<file path="src/rtl/nms_pkg.sv">
`timescale 1ns/1ps
// Shared types for the ridge-thinning stage.
package nms_pkg;
    // Axis along which the centre is compared with its two neighbours.
    // DIR_FALL: gx and gy share a sign (upper-left / lower-right pair).
    // DIR_RISE: opposite signs (upper-right / lower-left pair).
    typedef enum logic [1:0] {
        DIR_ROW  = 2'd0,
        DIR_FALL = 2'd1,
        DIR_COL  = 2'd2,
        DIR_RISE = 2'd3
    } dir_e;
endpackage

</file>
<file path="src/rtl/nms_line_delay.sv">
`timescale 1ns/1ps
// Free-running delay of DEPTH clocks, built as a circular buffer.
// Assumes: the write happens every clock. The read returns the word
// written DEPTH edges earlier. 'primed' rises once every entry has been
// written since reset; until then the read data is meaningless.
module nms_line_delay #(
    parameter int DEPTH = 64,
    parameter int DW    = 8
) (
    input  logic          clk,
    input  logic          rst_n,
    input  logic [DW-1:0] wr_data,
    output logic [DW-1:0] rd_data,
    output logic          primed
);
    localparam int AW = (DEPTH > 1) ? $clog2(DEPTH) : 1;
    localparam logic [AW-1:0] LAST = AW'(DEPTH - 1);

    logic [DW-1:0] store [DEPTH];
    logic [AW-1:0] ptr;

    // Walk the shared read/write pointer around the buffer.
    always_ff @(posedge clk) begin
        if (!rst_n) ptr <= '0;
        else        ptr <= (ptr == LAST) ? '0 : ptr + 1'b1;
    end

    // Mark the buffer as filled after one full lap.
    always_ff @(posedge clk) begin
        if (!rst_n)            primed <= 1'b0;
        else if (ptr == LAST)  primed <= 1'b1;
    end

    // Overwrite the oldest entry with the new word.
    always_ff @(posedge clk) begin
        store[ptr] <= wr_data;
    end

    assign rd_data = store[ptr];
endmodule

</file>
<file path="src/rtl/nms_raster_pos.sv">
`timescale 1ns/1ps
// Tracks the row and column of the pixel on the input and flags pixels
// on the frame border (first/last active row or column).
// Assumes: in_sof only comes with in_sol. Counters saturate, so stray
// lines before the first frame start count as border.
module nms_raster_pos #(
    parameter int ACT_W = 48,
    parameter int ACT_H = 32
) (
    input  logic clk,
    input  logic rst_n,
    input  logic in_valid,
    input  logic in_sof,
    input  logic in_sol,
    output logic on_border
);
    localparam int CW = $clog2(ACT_W + 1);
    localparam int RW = $clog2(ACT_H + 1);
    localparam logic [CW-1:0] COL_MAX = CW'(ACT_W);
    localparam logic [RW-1:0] ROW_MAX = RW'(ACT_H);
    localparam logic [CW-1:0] COL_END = CW'(ACT_W - 1);
    localparam logic [RW-1:0] ROW_END = RW'(ACT_H - 1);

    logic [CW-1:0] col_q, col_cur;
    logic [RW-1:0] row_q, row_cur;

    // Position of the pixel presented in this cycle.
    always_comb begin
        col_cur = in_sol ? '0 : col_q;
        if (in_sof)      row_cur = '0;
        else if (in_sol) row_cur = (row_q == ROW_MAX) ? row_q : row_q + 1'b1;
        else             row_cur = row_q;
    end

    // Advance the counters on each active pixel.
    always_ff @(posedge clk) begin
        if (!rst_n) begin
            col_q <= COL_MAX;
            row_q <= ROW_MAX;
        end else if (in_valid) begin
            col_q <= (col_cur == COL_MAX) ? col_cur : col_cur + 1'b1;
            row_q <= row_cur;
        end
    end

    assign on_border = (row_cur == '0) || (row_cur >= ROW_END) ||
                       (col_cur == '0) || (col_cur >= COL_END);
endmodule

</file>
<file path="src/rtl/nms_dir_quant.sv">
`timescale 1ns/1ps
// Reduces a gradient vector to one of four comparison axes. The 22.5
// and 67.5 degree tangents are fixed-point constants scaled by 2^FRAC.
// Assumes: gy is positive toward the next row.
module nms_dir_quant
    import nms_pkg::*;
#(
    parameter int GW     = 9,
    parameter int FRAC   = 8,
    parameter int TAN_LO = 106,
    parameter int TAN_HI = 618
) (
    input  logic signed [GW-1:0] gx,
    input  logic signed [GW-1:0] gy,
    output dir_e                 dir
);
    localparam int PW = GW + FRAC + 2;
    localparam logic [PW-1:0] K_LO = PW'(TAN_LO);
    localparam logic [PW-1:0] K_HI = PW'(TAN_HI);

    logic [GW-1:0] ax, ay;
    logic [PW-1:0] ay_scaled, ax_lo, ax_hi;

    // Absolute values; the most negative code maps to its unsigned magnitude.
    always_comb begin
        ax = gx[GW-1] ? GW'(-gx) : GW'(gx);
        ay = gy[GW-1] ? GW'(-gy) : GW'(gy);
    end

    // Scale both sides so the tangents compare as integers.
    always_comb begin
        ay_scaled = PW'(ay) << FRAC;
        ax_lo     = PW'(ax) * K_LO;
        ax_hi     = PW'(ax) * K_HI;
    end

    // Pick the sector; the horizontal test takes priority.
    always_comb begin
        if (ay_scaled <= ax_lo)          dir = DIR_ROW;
        else if (ay_scaled >= ax_hi)     dir = DIR_COL;
        else if (gx[GW-1] == gy[GW-1])   dir = DIR_FALL;
        else                             dir = DIR_RISE;
    end
endmodule

</file>
<file path="src/rtl/nms_peak_test.sv">
`timescale 1ns/1ps
// Decides whether the centre survives against its two directional
// neighbours: it must be no smaller than both and strictly above one.
module nms_peak_test #(
    parameter int MW = 8
) (
    input  logic [MW-1:0] centre,
    input  logic [MW-1:0] side_p,
    input  logic [MW-1:0] side_q,
    output logic          keep
);
    // Mixed strict/non-strict comparison.
    always_comb begin
        keep = ((centre > side_p) && (centre >= side_q)) ||
               ((centre > side_q) && (centre >= side_p));
    end
endmodule

</file>
<file path="src/rtl/nms_thin.sv">
`timescale 1ns/1ps
// Ridge-thinning stage. A 3x3 magnitude window is built from two line
// delays and three column taps per row. The gradient and the sideband
// flags ride one line delay plus two registers, so they stay aligned
// with the window centre. The result is registered once.
// Assumes: every line period is H_TOTAL clocks, the active pixels of a
// line are contiguous, and a blanking line follows each frame.
// Latency: H_TOTAL+2 edges from the sampling edge to the output.
module nms_thin
    import nms_pkg::*;
#(
    parameter int MW      = 8,
    parameter int GW      = 9,
    parameter int H_TOTAL = 64,
    parameter int ACT_W   = 48,
    parameter int ACT_H   = 32,
    parameter int FRAC    = 8,
    parameter int TAN_LO  = 106,
    parameter int TAN_HI  = 618
) (
    input  logic                 clk,
    input  logic                 rst_n,
    input  logic                 in_valid,
    input  logic                 in_sof,
    input  logic                 in_sol,
    input  logic [MW-1:0]        in_mag,
    input  logic signed [GW-1:0] in_gx,
    input  logic signed [GW-1:0] in_gy,
    output logic                 out_valid,
    output logic                 out_sof,
    output logic                 out_sol,
    output logic [MW-1:0]        out_mag
);
    localparam int FLAG_W = 4;                  // valid, sof, sol, border
    localparam int CTRL_W = FLAG_W + 2 * GW;
    localparam int WORD_W = CTRL_W + MW;
    localparam int ROWS   = 3;
    localparam int TAPS   = 3;

    logic              px_border;
    logic [WORD_W-1:0] lb1_wr, lb1_rd;
    logic              lb1_primed;
    logic [MW-1:0]     lb2_rd;
    logic              lb2_primed;
    logic [CTRL_W-1:0] ctl_src, ctl_d1, ctl_d2;
    logic [MW-1:0]     row_src [ROWS];
    logic [MW-1:0]     win     [ROWS][TAPS];

    logic                 c_vld, c_sof, c_sol, c_border;
    logic signed [GW-1:0] c_gx, c_gy;
    dir_e                 c_dir;
    logic [MW-1:0]        ctr_mag, nb_p, nb_q;
    logic                 c_keep;

    nms_raster_pos #(.ACT_W(ACT_W), .ACT_H(ACT_H)) u_pos (
        .clk       (clk),
        .rst_n     (rst_n),
        .in_valid  (in_valid),
        .in_sof    (in_sof),
        .in_sol    (in_sol),
        .on_border (px_border)
    );

    // Pack the per-pixel word for the first line delay.
    always_comb begin
        lb1_wr = {in_valid, in_valid & in_sof, in_valid & in_sol, px_border,
                  in_gx, in_gy, in_mag};
    end

    nms_line_delay #(.DEPTH(H_TOTAL), .DW(WORD_W)) u_lb1 (
        .clk     (clk),
        .rst_n   (rst_n),
        .wr_data (lb1_wr),
        .rd_data (lb1_rd),
        .primed  (lb1_primed)
    );

    nms_line_delay #(.DEPTH(H_TOTAL), .DW(MW)) u_lb2 (
        .clk     (clk),
        .rst_n   (rst_n),
        .wr_data (lb1_rd[MW-1:0]),
        .rd_data (lb2_rd),
        .primed  (lb2_primed)
    );

    // Row sources of the window: top = two lines back, bottom = live input.
    always_comb begin
        row_src[0] = lb2_primed ? lb2_rd : '0;
        row_src[1] = lb1_primed ? lb1_rd[MW-1:0] : '0;
        row_src[2] = in_mag;
        ctl_src    = {lb1_rd[WORD_W-1 -: 3] & {3{lb1_primed}},
                      lb1_rd[WORD_W-4 : MW]};
    end

    // Three column taps per row; tap 0 is the rightmost (newest) column.
    for (genvar r = 0; r < ROWS; r++) begin : g_row
        always_ff @(posedge clk) begin
            if (!rst_n) begin
                for (int t = 0; t < TAPS; t++) win[r][t] <= '0;
            end else begin
                win[r][0] <= row_src[r];
                for (int t = 1; t < TAPS; t++) win[r][t] <= win[r][t-1];
            end
        end
    end

    // Delay flags and gradient two cycles to meet the window centre.
    always_ff @(posedge clk) begin
        if (!rst_n) begin
            ctl_d1 <= '0;
            ctl_d2 <= '0;
        end else begin
            ctl_d1 <= ctl_src;
            ctl_d2 <= ctl_d1;
        end
    end

    // Unpack the centre's control word.
    always_comb begin
        c_vld    = ctl_d2[CTRL_W-1];
        c_sof    = ctl_d2[CTRL_W-2];
        c_sol    = ctl_d2[CTRL_W-3];
        c_border = ctl_d2[CTRL_W-4];
        c_gx     = ctl_d2[2*GW-1 : GW];
        c_gy     = ctl_d2[GW-1 : 0];
        ctr_mag  = win[1][1];
    end

    nms_dir_quant #(.GW(GW), .FRAC(FRAC), .TAN_LO(TAN_LO), .TAN_HI(TAN_HI)) u_dir (
        .gx  (c_gx),
        .gy  (c_gy),
        .dir (c_dir)
    );

    // Select the neighbour pair along the quantised direction.
    always_comb begin
        unique case (c_dir)
            DIR_ROW:  begin nb_p = win[1][0]; nb_q = win[1][2]; end
            DIR_COL:  begin nb_p = win[2][1]; nb_q = win[0][1]; end
            DIR_FALL: begin nb_p = win[2][0]; nb_q = win[0][2]; end
            default:  begin nb_p = win[0][0]; nb_q = win[2][2]; end
        endcase
    end

    nms_peak_test #(.MW(MW)) u_peak (
        .centre (ctr_mag),
        .side_p (nb_p),
        .side_q (nb_q),
        .keep   (c_keep)
    );

    // Register the thinned pixel and its sideband.
    always_ff @(posedge clk) begin
        if (!rst_n) begin
            out_valid <= 1'b0;
            out_sof   <= 1'b0;
            out_sol   <= 1'b0;
            out_mag   <= '0;
        end else begin
            out_valid <= c_vld;
            out_sof   <= c_sof;
            out_sol   <= c_sol;
            out_mag   <= (c_vld && !c_border && c_keep) ? ctr_mag : '0;
        end
    end
endmodule

</file>
<file path="config.mk">
export PLATFORM = sky130hd
export DESIGN_NAME = nms_thin
export DESIGN_NICKNAME = d
export VERILOG_FILES = /design/src/rtl/nms_pkg.sv /design/src/rtl/nms_line_delay.sv /design/src/rtl/nms_raster_pos.sv /design/src/rtl/nms_dir_quant.sv /design/src/rtl/nms_peak_test.sv /design/src/rtl/nms_thin.sv
export SDC_FILE = /design/constraint.sdc
export NUM_CORES = 2
export LEC_CHECK = 0
export BUFFER_PORTS_ARGS = -buffer_cell sky130_fd_sc_hd__buf_2
export CORE_ASPECT_RATIO = 1.1
export CORE_MARGIN = 4
export CORE_UTILIZATION = 57
export DETAILED_ROUTE_END_ITERATION = 7
export PLACE_DENSITY = 0.76
export SYNTH_ARGS = -nofsm -noshare
export SYNTH_HDL_FRONTEND = slang
export SYNTH_HIERARCHICAL = 1
export SYNTH_SLANG_ARGS = --single-unit
</file>
<file path="constraint.sdc">
create_clock -name clk -period 8.1 [get_ports clk]
set_input_delay 0.405 -clock clk [delete_from_list [all_inputs] [get_ports clk]]
set_output_delay 0.405 -clock clk [all_outputs]
set_load 0.02 [all_outputs]
</file>
* Yosys cells after proc, flatten, opt, wreduce, memory -nomap -nowiden
Memory sizes are Yosys's and may differ from the RTL's. A register that Yosys moved wholly into a read port is not among the register bits.
Cells that the tools add are included.
** Word-level totals
- Flip-flop bits (word level) :: 81
- Latch bits :: 0
- Bits in writable memories :: 2504
- ROM bits :: 0
- Input port bits :: 31
- Output and inout port bits :: 11
- Word-level logic and storage cells :: 93
- Memories :: 3
** Memories
- u_lb1.store :: words 64, bits a word 30, rd ports 1, clocked after Yosys merged registers in 1, wr ports 1, line nms_line_delay.sv:19 : logic [DW-1:0] store [DEPTH];
- u_lb2.store :: words 64, bits a word 8, rd ports 1, clocked after Yosys merged registers in 1, wr ports 1, line nms_line_delay.sv:19
- win :: words 3, bits a word 24, rd ports 3, clocked after Yosys merged registers in 0, wr ports 3, line nms_thin.sv:47 : logic [MW-1:0] win [ROWS][TAPS];
** Operators by class
- Add/subtract/negate cells :: 6
- $mul :: 2
- Div/mod/pow operators :: 0
- Order comparisons :: 8
- Equal/unequal tests :: 7
- Shift operators :: 0
- Muxes and demuxes :: 27
- Bitwise logic cells :: 13
- Reduce and logical (&&, ||, !) cells :: 15
** Operators with widths (number)
- two-way mux 8 bit :: 11
- case mux 8 bit (3 select lines) :: 2
- two-way mux 6 bit :: 7
- adder 6 x 1 -> 6 bit, second input constant :: 4
- == test 6 bit, second input constant :: 4
- greater-or-equal comparator 17 x 19 -> 1 bit :: 1
- multiplier 9 x 9 -> 18 bit, second input constant :: 1
- two-way mux 9 bit :: 2
- negation 9 bit :: 2
- <= comparator 17 x 16 -> 1 bit :: 1
- greater-or-equal comparator 8 bit :: 2
- greater-than comparator 8 bit :: 2
- multiplier 9 x 6 -> 15 bit, second input constant :: 1
- zero test 6 bit :: 2
- OR 1 bit :: 9
- greater-or-equal comparator 6 x 5 -> 1 bit, second input constant :: 1
- greater-or-equal comparator 6 bit, second input constant :: 1
- two-way mux 2 bit :: 3
- logical AND 1 bit :: 4
- logical OR 1 bit :: 4
- OR reduction 2 bit :: 2
- AND 3 bit :: 1
- AND 1 bit :: 2
- == test 2 x 1 -> 1 bit, second input constant :: 1
- 7 further kinds :: 8

* Depth between registers and ports, before layout
- Word-level depth :: 13
- Gate-level depth with buffers :: 40

* Hierarchy
Netlist, hierarchy kept.
** Modules (own cells, without submodules)
- nms_line_delay at u_lb1 :: instances 1, cells an instance 4068, area each 73849.6 µm², seq. area each 57795.4 µm²
- nms_line_delay at u_lb2 :: instances 1, cells an instance 1180, area each 20131.8 µm², seq. area each 15514.9 µm²
- nms_thin :: instances 1, cells an instance 291, area each 3837.4 µm², seq. area each 2542.4 µm²
- nms_dir_quant :: instances 1, cells an instance 348, area each 3021.6 µm², seq. area each 0.0 µm²
- nms_raster_pos :: instances 1, cells an instance 120, area each 925.9 µm², seq. area each 240.2 µm²
- nms_peak_test :: instances 1, cells an instance 55, area each 397.9 µm², seq. area each 0.0 µm²

* Worst setup path before layout
OpenSTA, ideal clock, no wires.
- Kind :: register -> register
- From :: reg ctl_d2[9]
- To :: reg out_mag[0]
- Setup time :: 0.115 ns
- Arrival time :: 7.777 ns
- Data required time :: 7.985 ns
- Slack :: 0.208 ns
- Cell stages (with the launch flop) :: 38
- Buffers on the path :: 2
- Cells stage by stage :: dfxtp_1 > inv_1 > ha_1 > nand2b_1 > nand2b_1 > nor4b_1 > ha_1 > inv_1 > fa_1 > inv_1 > ha_1 > inv_1 > fa_1 > inv_1 > ha_1 > o21a_1 > a2111oi_4 > o31ai_1 > [2 not listed] > ha_1 > a211o_1 > o22ai_1 > nor2_1 > nand4_1 > and2_1 > buf_2 > buf_2 > mux4_2 > inv_1 > ha_1 > nor2b_1 > o21a_1 > o21ai_1 > a31oi_1 > o311a_1 > and4b_1 > and2_1
** Between the ends
- Cells in the longest elaborated chain, start to end :: 13
- Elaborated cells between the ends (all ways) :: 22
- Those cells by class :: add/sub (1); mul (2); order compare (6); eq/ne (2); mux (5); reduce/logical (6)
** Ends and longest elaborated chain
- start, declared :: line nms_thin.sv:45 : logic [CTRL_W-1:0] ctl_src, ctl_d1, ctl_d2;
- start signal, assigned :: line nms_thin.sv:114 : ctl_d2 <= ctl_d1;
- negation 9 bit :: line nms_dir_quant.sv:26 : ax = gx[GW-1] ? GW'(-gx) : GW'(gx);
- two-way mux 9 bit (*) :: line nms_dir_quant.sv:26
- multiplier 9 x 9 -> 18 bit :: line nms_dir_quant.sv:34 : ax_hi = PW'(ax) * K_HI;
- greater-or-equal comparator 17 x 19 -> 1 bit :: line nms_dir_quant.sv:40 : else if (ay_scaled >= ax_hi) dir = DIR_COL;
- two-way mux 2 bit :: line nms_dir_quant.sv:40
- two-way mux 2 bit (*) :: line nms_dir_quant.sv:39 : if (ay_scaled <= ax_lo) dir = DIR_ROW;
- via c_dir[0] :: line nms_thin.sv:51 : dir_e c_dir;
- == test 2 x 1 -> 1 bit, or another cell as far along :: line nms_thin.sv:137 : unique case (c_dir)
- case mux 8 bit (3 select lines) (*) :: line nms_thin.sv:137
- via nb_p[1] :: line nms_thin.sv:52 : logic [MW-1:0] ctr_mag, nb_p, nb_q;
- greater-than comparator 8 bit / greater-or-equal comparator 8 bit (equally long branches) :: line nms_peak_test.sv:14, nms_peak_test.sv:15
- logical AND 1 bit, on equally long branches :: line nms_peak_test.sv:14, nms_peak_test.sv:15
- logical OR 1 bit (*) :: line nms_peak_test.sv:14 : keep = ((centre > side_p) && (centre >= side_q)) ||
- via c_keep :: line nms_thin.sv:53 : logic c_keep;
- logical AND 1 bit (*) :: line nms_thin.sv:163 : out_mag <= (c_vld && !c_border && c_keep) ? ctr_mag : '0;
- AND reduction 2 bit (no source line) (*)
- end signal, assigned :: line nms_thin.sv:163
- end, declared :: line nms_thin.sv:32 : output logic [MW-1:0] out_mag
Mark *: on every way through the listed nets, which the timed path passes. The rest lies on a longest branch.
A chain may end at the register's enable or synchronous reset.

* Final worst setup path
- From :: reg ctl_d2[9]
- To :: reg out_mag[6]
Same word-level chain as after synthesis.

==> reports/metrics.csv <==
metric,value,unit
status,finished with violations,
violated checks,design-rule violations,
syn nets,6227,
HP Class,input port to flop,
reg-to-reg startpoint,ctl_d2[9],
first-pass GRT wire length,402000,um
Power Dens Cells,253,mW/mm2
Finished Layout Cells,8712,
Setup crit end kind,flop,
post-route antenna net violation count,0,
post-synthesis async set-or-reset flop share,0,%
"FF+latch count, synth",2585,
Top Ports,42,
Max-slew headroom,9.62,%
worst-path fanout max,8,
Leak,36.2,nW
Final Cell Area,0.114,mm2
most common flop cell mapped by yosys,edfxtp_1,
Peak VDD IR,0.000271,V
"Setup violations, final",0,
max cap viols,0,
CTS Root Cell,clkbuf_16,
skew final,0.0654,ns
Final Routed Wirelength,279000,um
initial antenna violation count,14,
Avg WL per Cell,32.0,um
FF-to-FF setup slack,0.30,ns
R2R depth,32,
Worst EP required,8.86,ns
reg-to-reg endpoint,out_mag[6],
setup_tns,0,ns
CP Data Arrival Time,8.56,ns
Die Wd,412,um
nets,6290,
"Slowest-stage cell, CP",or4_1,
Worst setup SP type,flop,
fin crit period,7.80,ns
worst-margin pin slew,1.34,ns
GRT Util Overall,29.4,%
"Largest stage delay, worst path",0.51,ns
via/cell ratio,7.01,
Placed Area,0.106,mm2
Post-synth EDFFs,2432,
Clock Latency Late Sink,0.89,ns
core box area,0.178,mm2
largest net degree at the start of global routing,130,
hold worst-path end,u_pos/row_q[3],
crit share post-route,96.3,%
drt first-iter violations,10068,
Congestion Overflow GR,0,
synth unique cells,103,
Starting Density,57.5,%
die area,0.186,mm2
clk slew on worst S/H paths,0.06,ns
post-DP HPWL,154000,um
layout cells sized above 1,16.2,%
fmax,128,MHz
# rows,162,
Final Max Slew Viols,0,
clk sinks,2585,
CP startpoint,ctl_d2[9],
routed vias,61109,
Area Overhead vs Synth,11.3,%
vias in the first global route,59316,
Buf/Inv on CP,5,
placer's final routability congestion estimate,0.891,
hold depth,4,
synth warn,6,
Mapped Avg Cell Area,16.9,um2
power consumption,0.0287,W
"commonest non-fill, non-tap cells in the layout","edfxtp_1 (2432), a221oi_1 (344), a22oi_1 (339)",
Hold Fails Final Rpt,0,
sequential share of the synthesized area,74.5,%
Cells after Synth,6062,
Synth Cell Area,0.102,mm2
CTS tree,done,
"commonest non-fill, non-tap cell in the layout",edfxtp_1,
CTS H-tree lvls,4,
# DRC,23,
crit path kind,flop to flop,
hold_sp,in_sof,
total CTS buffers,235,
Buffers on Ports,41,
"CP delay by family, top",adder cells,
Initial DRT Pass Iterations,8,
Cells after DPL,8250,
Die Y,452,um
CTS max path bufs,3,
-- cell families (layout without fill, tap and decap cells) --
family | Yosys count | after routing | share of synthesized area (%)
buf+inv | 545 | 811 | 2.43
xor+xnor | 49 | 49 | 0.427
mux | 388 | 388 | 4.98
fa+ha+maj | 134 | 134 | 1.83
simple gates | 853 | 853 | 4.57
compound gates | 1508 | 1508 | 11.3
other cells | 0 | 6 | 0
flops | 2585 | 2585 | 74.5
-- cells in the mapped netlist, types with 115 or more instances --
master	instances	area, um2
nand2_1	142	533
dfxtp_1	153	3060
a22oi_1	339	2540
o22ai_1	161	1010
clkbuf_1	211	792
and2_1	125	782
mux2i_1	155	1550
nor2_1	195	732
buf_2	151	756
edfxtp_1	2432	73000
a221oi_1	344	3010
o21ai_0	115	576
mux2_2	146	1640
-- worst reg2reg max path, delay by kind of cell (launching register included) --
family                     cells  cell delay (ns)
AOI/OAI and AO/OA              9             2.02
xor gates and xnor gates       3             0.55
adders and majority gates      7             2.15
buffers and inverters          5             0.66
DFF                            1             0.33
muxes                          1             0.32
and+or+nand+nor                7             1.66
-- what timing repair did --
action | CTS | global route
gates cloned | 0 | 1
endpoints found under the setup margin | 8 | 8
buffers inserted | 0 | 11
pin swaps | 0 | 31
gates resized for setup | 1 | 57
endpoints found under the hold margin | 68 | 0
hold buffers | 4 | 0
-- through the flow --
step / worst slack, ns / hold WS, ns / utilization (%)
final: 0.300 / 0.0813 / 64.0
after global routing: -0.0385 / 0.128 / 64.0
after CTS: 0.00345 / 0.0170 / 63.8
after detailed placement: -0.0374 / 0.419 / 59.4
after global placement: 0.0819 / 0.420 / 59.4
after floorplan: 0.208 / 0.412 / -
-- sequential cells by signal, indices dropped and copies added, names as in the netlist --
register	count
u_lb2/ptr	6
out_sol	1
u_lb1/ptr	6
win	72
out_valid	1
out_sof	1
u_lb1/store	1920
u_pos/row_q	6
u_lb2/store	512
u_lb1/primed	1
ctl_d2	22
u_lb2/primed	1
out_mag	8
ctl_d1	22
u_pos/col_q	6
-- layout make-up --
| cell class | instances | area, um2 |
|---|---|---|
| flip-flops and latches | 2585 | 76100 |
| diodes | 6 | 15.0 |
| fillers | 11843 | 64000 |
| well taps | 2378 | 2980 |
| repair buffers | 269 | 2100 |
| multi-input cells | 2932 | 24500 |
| clock buffers | 295 | 6260 |
| inverters | 102 | 393 |
| clock inverters | 145 | 1390 |
-- power by group --
group	leakage (nW)	internal, W	total (W)	switching [W]
sequential	23.2	0.0149	0.0149	0.0000721
clock	3.73	0.00612	0.0109	0.00482
combinational	9.20	0.000948	0.00286	0.00191
total	36.2	0.0219	0.0287	0.00681
-- worst max path at each step --
| stage | end | slack, ns | cells after the start |
|---|---|---|---|
| 3_3_place_gp | out_mag[2] | 0.08 | 31 |
| 2_1_floorplan | out_mag[0] | 0.21 | 37 |
| 5_1_grt | out_mag[5] | -0.04 | 38 |
| 3_5_place_dp | out_mag[2] | -0.04 | 30 |
| 4_1_cts | out_mag[6] | 0.003 | 36 |
| 6_report | out_mag[6] | 0.30 | 32 |
-- metal layers --
metal | vias up | track usage (%) | wire length (um)
met1 | 30317 | 38.8 | 96300
met3 | 862 | 8.16 | 38500
met4 | 4 | 14.2 | 15200
li1 | 24956 | - | -
met5 | - | 0.335 | 102
met2 | 4970 | 45.4 | 129000
(Power assumes the default switching activity.)
